**config.mk**
```make
export PLATFORM = sky130hd
export DESIGN_NAME = gpio_bank
export DESIGN_NICKNAME = d
export VERILOG_FILES = /design/src/rtl/gpio_bank_pkg.sv /design/src/rtl/gpio_sync.sv /design/src/rtl/gpio_sense.sv /design/src/rtl/gpio_irq_status.sv /design/src/rtl/gpio_bank.sv
export SDC_FILE = /design/constraint.sdc
export NUM_CORES = 1
export LEC_CHECK = 0
export ABC_AREA = 1
export BUFFER_PORTS_ARGS = -buffer_cell sky130_fd_sc_hd__buf_2
export CAP_MARGIN = 20
export CORE_MARGIN = 2
export CORE_UTILIZATION = 56
export DETAILED_ROUTE_END_ITERATION = 8
export MAX_ROUTING_LAYER = met4
export PLACE_DENSITY = 0.76
export SETUP_SLACK_MARGIN = 0.02
export SYNTH_ARGS = -nofsm -noshare
export SYNTH_HDL_FRONTEND = slang
export SYNTH_SLANG_ARGS = --single-unit
```
**constraint.sdc**
```tcl
create_clock -name clk -period 1.5 [get_ports clk]
set_input_delay 0.3 -clock clk [delete_from_list [all_inputs] [get_ports clk]]
set_output_delay 0.3 -clock clk [all_outputs]
set_load 0.02 [all_outputs]
```
**src/rtl/gpio_bank_pkg.sv**
```systemverilog
package gpio_bank_pkg;

    localparam logic WIN_PINS = 1'b0;
    localparam logic WIN_INTR = 1'b1;

    localparam int A_DATA   = 0;
    localparam int A_DIR    = 1;
    localparam int A_ENABLE = 0;
    localparam int A_TYPE0  = 1;
    localparam int A_TYPE1  = 2;
    localparam int A_TYPE2  = 3;
    localparam int A_STATUS = 4;

    typedef enum logic [2:0] {
        SNS_FALL = 3'd0,
        SNS_RISE = 3'd1,
        SNS_BOTH = 3'd2,
        SNS_LOW  = 3'd3,
        SNS_HIGH = 3'd4
    } sense_e;

    // Level selection dominates; the both-edge bit only matters for edges.
    function automatic sense_e decode_sense(input logic t0, input logic t1, input logic t2);
        if (t1)      return t0 ? SNS_HIGH : SNS_LOW;
        else if (t2) return SNS_BOTH;
        else         return t0 ? SNS_RISE : SNS_FALL;
    endfunction

endpackage

```
**src/rtl/gpio_sync.sv**
```systemverilog
module gpio_sync #(
    parameter int WIDTH = 32
) (
    input  logic             clk,
    input  logic             rst_n,
    input  logic [WIDTH-1:0] raw_in,
    output logic [WIDTH-1:0] sync_out
);
    logic [WIDTH-1:0] stage1_q;
    logic [WIDTH-1:0] stage2_q;

    always_ff @(posedge clk or negedge rst_n) begin
        if (!rst_n) begin
            stage1_q <= '0;
            stage2_q <= '0;
        end else begin
            stage1_q <= raw_in;
            stage2_q <= stage1_q;
        end
    end

    assign sync_out = stage2_q;


    sync_two_stage_chk: assert property (@(posedge clk) disable iff (!rst_n)
        1'b1 |=> (stage2_q == $past(stage1_q)));

endmodule

```
**src/rtl/gpio_sense.sv**
```systemverilog
module gpio_sense
    import gpio_bank_pkg::*;
#(
    parameter int WIDTH = 32
) (
    input  logic             clk,
    input  logic             rst_n,
    input  logic [WIDTH-1:0] sample,
    input  logic [WIDTH-1:0] type0,
    input  logic [WIDTH-1:0] type1,
    input  logic [WIDTH-1:0] type2,
    output logic [WIDTH-1:0] event_out
);
    logic [WIDTH-1:0] prev_q;

    always_ff @(posedge clk or negedge rst_n) begin
        if (!rst_n) prev_q <= '0;
        else        prev_q <= sample;
    end

    always_comb begin
        for (int i = 0; i < WIDTH; i++) begin
            unique case (decode_sense(type0[i], type1[i], type2[i]))
                SNS_FALL: event_out[i] = prev_q[i] & ~sample[i];
                SNS_RISE: event_out[i] = ~prev_q[i] & sample[i];
                SNS_BOTH: event_out[i] = prev_q[i] ^ sample[i];
                SNS_LOW:  event_out[i] = ~sample[i];
                SNS_HIGH: event_out[i] = sample[i];
                default:  event_out[i] = 1'b0;
            endcase
        end
    end


    edge_needs_change_chk: assert property (@(posedge clk) disable iff (!rst_n)
        ((event_out & ~type1 & ~(sample ^ prev_q)) == '0));


    level_matches_polarity_chk: assert property (@(posedge clk) disable iff (!rst_n)
        ((event_out & type1 & (sample ^ type0)) == '0));

endmodule

```
**src/rtl/gpio_irq_status.sv**
```systemverilog
module gpio_irq_status #(
    parameter int WIDTH = 32
) (
    input  logic             clk,
    input  logic             rst_n,
    input  logic [WIDTH-1:0] set_evt,
    input  logic [WIDTH-1:0] clr_mask,
    output logic [WIDTH-1:0] status
);
    logic [WIDTH-1:0] status_q;

    always_ff @(posedge clk or negedge rst_n) begin
        if (!rst_n) status_q <= '0;
        else        status_q <= (status_q & ~clr_mask) | set_evt;
    end

    assign status = status_q;


    clear_takes_effect_chk: assert property (@(posedge clk) disable iff (!rst_n)
        (|(clr_mask & ~set_evt)) |=> ((status_q & $past(clr_mask & ~set_evt)) == '0));


    set_wins_chk: assert property (@(posedge clk) disable iff (!rst_n)
        (|set_evt) |=> ((status_q & $past(set_evt)) == $past(set_evt)));


    rise_only_from_event_chk: assert property (@(posedge clk) disable iff (!rst_n)
        1'b1 |=> ((status_q & ~$past(status_q) & ~$past(set_evt)) == '0));

endmodule

```
**src/rtl/gpio_bank.sv**
```systemverilog
module gpio_bank
    import gpio_bank_pkg::*;
#(
    parameter int PINS   = 32,
    parameter int ADDR_W = 3
) (
    input  logic              clk,
    input  logic              rst_n,
    input  logic              bus_wr,
    input  logic              bus_rd,
    input  logic              bus_win,
    input  logic [ADDR_W-1:0] bus_addr,
    input  logic [PINS-1:0]   bus_wdata,
    output logic [PINS-1:0]   bus_rdata,
    input  logic [PINS-1:0]   pin_in,
    output logic [PINS-1:0]   pin_out,
    output logic [PINS-1:0]   pin_oe,
    output logic              irq_out
);
    localparam logic [ADDR_W-1:0] AD_DATA   = ADDR_W'(A_DATA);
    localparam logic [ADDR_W-1:0] AD_DIR    = ADDR_W'(A_DIR);
    localparam logic [ADDR_W-1:0] AD_ENABLE = ADDR_W'(A_ENABLE);
    localparam logic [ADDR_W-1:0] AD_TYPE0  = ADDR_W'(A_TYPE0);
    localparam logic [ADDR_W-1:0] AD_TYPE1  = ADDR_W'(A_TYPE1);
    localparam logic [ADDR_W-1:0] AD_TYPE2  = ADDR_W'(A_TYPE2);
    localparam logic [ADDR_W-1:0] AD_STATUS = ADDR_W'(A_STATUS);

    logic [PINS-1:0] data_q, dir_q, en_q, t0_q, t1_q, t2_q;
    logic [PINS-1:0] smp, evt, status, clr_mask, rd_mux;
    logic wr_data, wr_dir, wr_en, wr_t0, wr_t1, wr_t2, wr_st;

    always_comb begin
        wr_data = bus_wr && bus_win == WIN_PINS && bus_addr == AD_DATA;
        wr_dir  = bus_wr && bus_win == WIN_PINS && bus_addr == AD_DIR;
        wr_en   = bus_wr && bus_win == WIN_INTR && bus_addr == AD_ENABLE;
        wr_t0   = bus_wr && bus_win == WIN_INTR && bus_addr == AD_TYPE0;
        wr_t1   = bus_wr && bus_win == WIN_INTR && bus_addr == AD_TYPE1;
        wr_t2   = bus_wr && bus_win == WIN_INTR && bus_addr == AD_TYPE2;
        wr_st   = bus_wr && bus_win == WIN_INTR && bus_addr == AD_STATUS;
        clr_mask = wr_st ? bus_wdata : '0;
    end

    always_ff @(posedge clk or negedge rst_n) begin
        if (!rst_n) begin
            data_q <= '0;
            dir_q  <= '0;
            en_q   <= '0;
            t0_q   <= '0;
            t1_q   <= '0;
            t2_q   <= '0;
        end else begin
            if (wr_data) data_q <= bus_wdata;
            if (wr_dir)  dir_q  <= bus_wdata;
            if (wr_en)   en_q   <= bus_wdata;
            if (wr_t0)   t0_q   <= bus_wdata;
            if (wr_t1)   t1_q   <= bus_wdata;
            if (wr_t2)   t2_q   <= bus_wdata;
        end
    end

    gpio_sync #(.WIDTH(PINS)) u_sync (
        .clk(clk), .rst_n(rst_n), .raw_in(pin_in), .sync_out(smp)
    );

    gpio_sense #(.WIDTH(PINS)) u_sense (
        .clk(clk), .rst_n(rst_n), .sample(smp),
        .type0(t0_q), .type1(t1_q), .type2(t2_q), .event_out(evt)
    );

    gpio_irq_status #(.WIDTH(PINS)) u_status (
        .clk(clk), .rst_n(rst_n), .set_evt(evt), .clr_mask(clr_mask), .status(status)
    );

    always_comb begin
        rd_mux = '0;
        if (bus_win == WIN_PINS) begin
            unique case (bus_addr)
                AD_DATA: rd_mux = (data_q & dir_q) | (smp & ~dir_q);
                AD_DIR:  rd_mux = dir_q;
                default: rd_mux = '0;
            endcase
        end else begin
            unique case (bus_addr)
                AD_ENABLE: rd_mux = en_q;
                AD_TYPE0:  rd_mux = t0_q;
                AD_TYPE1:  rd_mux = t1_q;
                AD_TYPE2:  rd_mux = t2_q;
                AD_STATUS: rd_mux = status;
                default:   rd_mux = '0;
            endcase
        end
    end

    always_ff @(posedge clk or negedge rst_n) begin
        if (!rst_n)      bus_rdata <= '0;
        else if (bus_rd) bus_rdata <= rd_mux;
    end

    assign pin_out = data_q;
    assign pin_oe  = dir_q;
    assign irq_out = |(status & en_q);


    oe_follows_dir_write_chk: assert property (@(posedge clk) disable iff (!rst_n)
        wr_dir |=> (pin_oe == $past(bus_wdata)));


    irq_needs_enable_chk: assert property (@(posedge clk) disable iff (!rst_n)
        irq_out |-> (|en_q));

endmodule

```
Word-level counts from Yosys, hierarchy flattened --
Index checks and enable logic that the tools add are counted. Widths: inputs -> output; s select.
Storage, ports and cells: register bits 352, output and inout port bits 97, word-level logic and storage cells 519
Cells by class: equal/unequal tests 132, mux-type cells 164, bitwise operators 169, reduce and logical (&&, ||, !) cells 43
Operator list (count):
- $mux 3 | 96
- $eq 3x2->1 const B | 66
- $pmux 1 s5 | 32
- $pmux 32 s5 | 1
- $and 32x32->32 | 4
- $eq 3x1->1 const B | 33
- $eq 3x3->1 const B | 33
- $logic_not 3->1 | 33
- $not 1->1 | 65
- $and 1x1->1 | 64
- $mux 32 | 2
- $not 32->32 | 2
- $or 32x32->32 | 2
- $pmux 32 s2 | 1
- $mux 1 | 32
- $reduce_or 32->1 | 1
- $xor 1x1->1 | 32
- $logic_and 1x1->1 | 9

Depth between registers and ports, before layout --
word-level depth 6, depth in mapped cells 9, mapped depth without buffers 8

Modules after synthesis --
Synthesis repeated with hierarchy kept, for this count alone.
Second synthesis, totals: cell total of the unflattened synthesis 2154, area total of the unflattened synthesis 17192.7 µm²
By module, submodules not included:
- gpio_bank | times used 1, cells each 1418, area each 11026.8 µm², sequential area each 5605.4 µm²
- gpio_sense | times used 1, cells each 512, area each 3283.1 µm², sequential area each 800.8 µm²
- gpio_sync | times used 1, cells each 64, area each 1601.5 µm², sequential area each 1601.5 µm²
- gpio_irq_status | times used 1, cells each 160, area each 1281.2 µm², sequential area each 800.8 µm²

Worst setup path after synthesis --
OpenSTA, ideal clock, no wires.
path kind register to output, from reg en_q[13], to out irq_out, arrival 951 ps, setup slack 249 ps, cell stages (with the launch flop) 6, buffers on the path 0, cells stage by stage dfrtp_1 > a22o_1 > nor2_1 > nand2_1 > nor2_1 > nand2_1
On the way: word-level cells in the longest chain between the ends 2
Ends and longest elaborated chain:
- from (decl) | RTL line gpio_bank.sv:28 | logic [PINS-1:0] data_q, dir_q, en_q, t0_q, t1_q, t2_q;
- from (signal assigned) | RTL line gpio_bank.sv:54 | if (wr_en) en_q <= bus_wdata;
- $and 32x32->32 | RTL line gpio_bank.sv:101 | assign irq_out = |(status & en_q);
- $reduce_or 32->1 | RTL line gpio_bank.sv:101
- to (decl) | RTL line gpio_bank.sv:18 | output logic irq_out
Every way passes these cells.

Worst setup path in the final report --
from reg u_status.status_q[7], in the netlist u_status.status[7], to out irq_out
On the way: word-level cells in the longest chain between the ends 2
Ends and longest elaborated chain:
- from (decl) | RTL line gpio_irq_status.sv:10 | logic [WIDTH-1:0] status_q;
- from (signal assigned) | RTL line gpio_irq_status.sv:14 | else status_q <= (status_q & ~clr_mask) | set_evt;
- $and 32x32->32 | RTL line gpio_bank.sv:101
- $reduce_or 32->1 | RTL line gpio_bank.sv:101
Every way passes these cells.

==> results.ini <==
[timing]
rsz0062_at_grt=true
final-hold-violation-count=0
slew_headroom_pct=77.4
drv_slew=0
period_minus_slack_ps=2030
post-route-period-util_pct=135
fmax_ghz=0.492
finalSetupViolCount=1
fin_skew_ps=9.50
fin_ws_ps=-532
worst_pin_slew_ps=337

[drt]
viasPerCell=5.67
ant_nets=0
drtPass1Iterations=5
totalWireLength_um=46100
vias=15100
wl_per_cell_um=17.3
drt_iter0_drc=1328
drc=0

[layout]
layout_commonest_cell=nand2_1
syn2layout_area_growth_pct=22.2
drive_above_1_share_pct=16.3
final_core_util_pct=69.3
design_area_um2=20500
fin_nets=2376
final_cell_mix=nand2_1 (484), dfrtp_1 (347), o21ai_0 (223), inv_1 (195), nand3_1 (176)

[placement]
dp_slack_ps=-141
place_area_um2=18800
hpwl_um=30000
portBuffers=168
gp_congestion=0.880

[floorplanning]
die_x_um=177
core_area_um2=29600
start_util_pct=56.7
dieArea_um2=31400
ios=169
fp.dieH_um=177
rows=63

[critical_path]
worstPathArrival_ps=1730
critPathKind=reg -> out
max_stage_delay_ps=410
path_delay_family=simple AND/OR/NAND/NOR gates
endpoint=irq_out
reg2regPathDepth=5
required_ps=1200
cpMostUsedCell=nand2_2
end_kind=primary output
cp_num_buf_inv=1
crit_slowest_cell=dfrtp_1
setup.worst_path.start=u_status.status[7]$_DFF_PN0_
cp_cell_sequence=nand2_2 > nand2_2 > a21oi_2 > nand4_1 > nor2_1 > nand2_2 > buf_6
cp_max_fo=3
crit_cells=7
r2r_start=u_sync.sync_out[25]$_DFF_PN0_
r2r_slack_ps=140
worst_r2r_endpoint=u_status.status[25]$_DFF_PN0_
worst_setup_path_start_kind=flop

[logic_synthesis]
synthCells=1982
syn_avg_cell_area_um2=8.46
synth_cell_types=33
ys.flop_type=dfrtp_1
netlist.area_leader.share_pct=52.5
synth_edf_count=0
syn_nets=2118
yosysTopAreaCell=dfrtp_1
synth_seq_area_share_pct=52.5
synth_seq_cells=352
yosys_warnings=0
synth.area.top_cells=dfrtp_1 (53%), nand2_1 (11%), o21ai_0 (6.7%), nand3_1 (5.3%), ha_1 (4.8%)
synthesis.area_um2=16800
async_flop_share_pct=100

[global_route]
met2_usage_pct=48.6
grt_pass1_vias=14700
grt_first_pass_wirelength_um=74400
gr-max-usage-layer=met2
grt_max_degree=55
antenna_found_initial=2
overflow=0
grtUsageMet1_pct=39.7
grt_use_met3_pct=3.97
grt_usage_pct=30.9

[clock_network]
clkSlewWorstSetupHoldPaths_ps=60
htree_levels=2
cts_buffer_depth=3
tritoncts=built
clkLatencyLatePin_ps=520
cts_made_buffers=38
clockRootBuffer=clkbuf_16
cts.sinks=352

[power_and_ir_drop]
p_leak_nw=10.3
ir_drop_mv=1.31
cellPowerDensity_nw_per_um2=1310

[worst_hold_path]
hold_path.class=in -> reg

[status]
status=finished with violations
violations=setup timing

[job]
cap_viol_max_count=0

## sequential cells by signal, summed over array words and instances, names as in the netlist
signal	count
bus_rdata	32
u_sync.sync_out	32
u_status.status	32
t2_q	32
en_q	32
t1_q	32
u_sync.stage1_q	32
pin_oe	32
t0_q	32
pin_out	32
u_sense.prev_q	32
## timing repair
action,in CTS,in global routing
resized for setup,5,8
pin swaps,3,4
hold buffers,33,0
buffers inserted,0,3
setup endpoints to repair,2,7
endpoints found under the hold margin,91,0
## worst min path at each step
stage	startpoint	end	slack, ps	cells after the start
after CTS	bus_wdata[17]	en_q[17]$_DFFE_PN0P_	120	3
after floorplan	rst_n	bus_rdata[0]$_DFFE_PN0P_	4	0
final	bus_wdata[14]	pin_out[14]$_DFFE_PN0P_	130	3
after global routing	bus_wdata[11]	pin_out[11]$_DFFE_PN0P_	150	3
after detailed placement	rst_n	u_sync.sync_out[1]$_DFF_PN0_	210	1
after global placement	rst_n	u_sync.sync_out[1]$_DFF_PN0_	210	1
## tightest hold or removal path: stages
cell	delay, ps
buf_2	80
inv_1	100
o21ai_1	140
## final cells by class
cell class / instances / area (um^2)
Inverter: 199 / 753
Multi-Input combinational cell: 1333 / 6720
Clock inverter: 7 / 85.1
Tap cell: 390 / 488
Clock buffer: 61 / 1200
Sequential cell: 352 / 8810
Fill cell: 2275 / 9060
Timing Repair Buffer: 316 / 2430
Antenna cell: 2 / 5.00
## power breakdown
group	internal (mW)	switching, mW	total (mW)
combinational	2.10	3.06	5.16
clock	5.81	3.71	9.52
sequential	10.8	1.28	12.1
## layer usage
metal,share of wire [%],wire (um)
met1,41,19100
met2,47,21900
met3,6.7,3080
met4,4.4,2040
met5,0,0
## through the flow
step                      setup TNS, ps  hold WS [ps]  cells  power, mW
final                              -532           127   2660       26.8
after floorplan                       0          4.41   1982       15.1
after global routing               -587           145   2660       28.1
after CTS                          -575           115   2655       26.8
after detailed placement           -173           209   2554       17.2
after global placement             -113           213   2554       17.0
## cells in the mapped netlist, types with 3 or more instances
cell type,count
o21ai_0,223
dfrtp_1,352
o21ai_1,107
clkbuf_1,35
xor2_1,8
o31ai_1,4
ha_1,64
buf_4,14
inv_1,195
nor2_1,99
buf_6,4
o211ai_1,4
nand2_2,4
nor2_4,3
a21oi_1,81
buf_2,44
nand3_1,176
a22o_1,20
nor3_1,3
nand4_1,38
nand2_1,487
## logic make-up (layout without fill, tap and decap cells)
group	count (synthesis)	in the layout	share of synthesized area [%]
buffers and inverters	297	583	7.50
flip-flops	352	352	52.5
AND/OR/NAND/NOR	816	816	20.8
other	0	2	0
AO/OA/AOI/OAI	443	443	13.8
multiplexers	2	2	0.134
XOR/XNOR	8	8	0.418
adder cells (fa/ha/maj)	64	64	4.77
(Power assumes the default switching activity.)
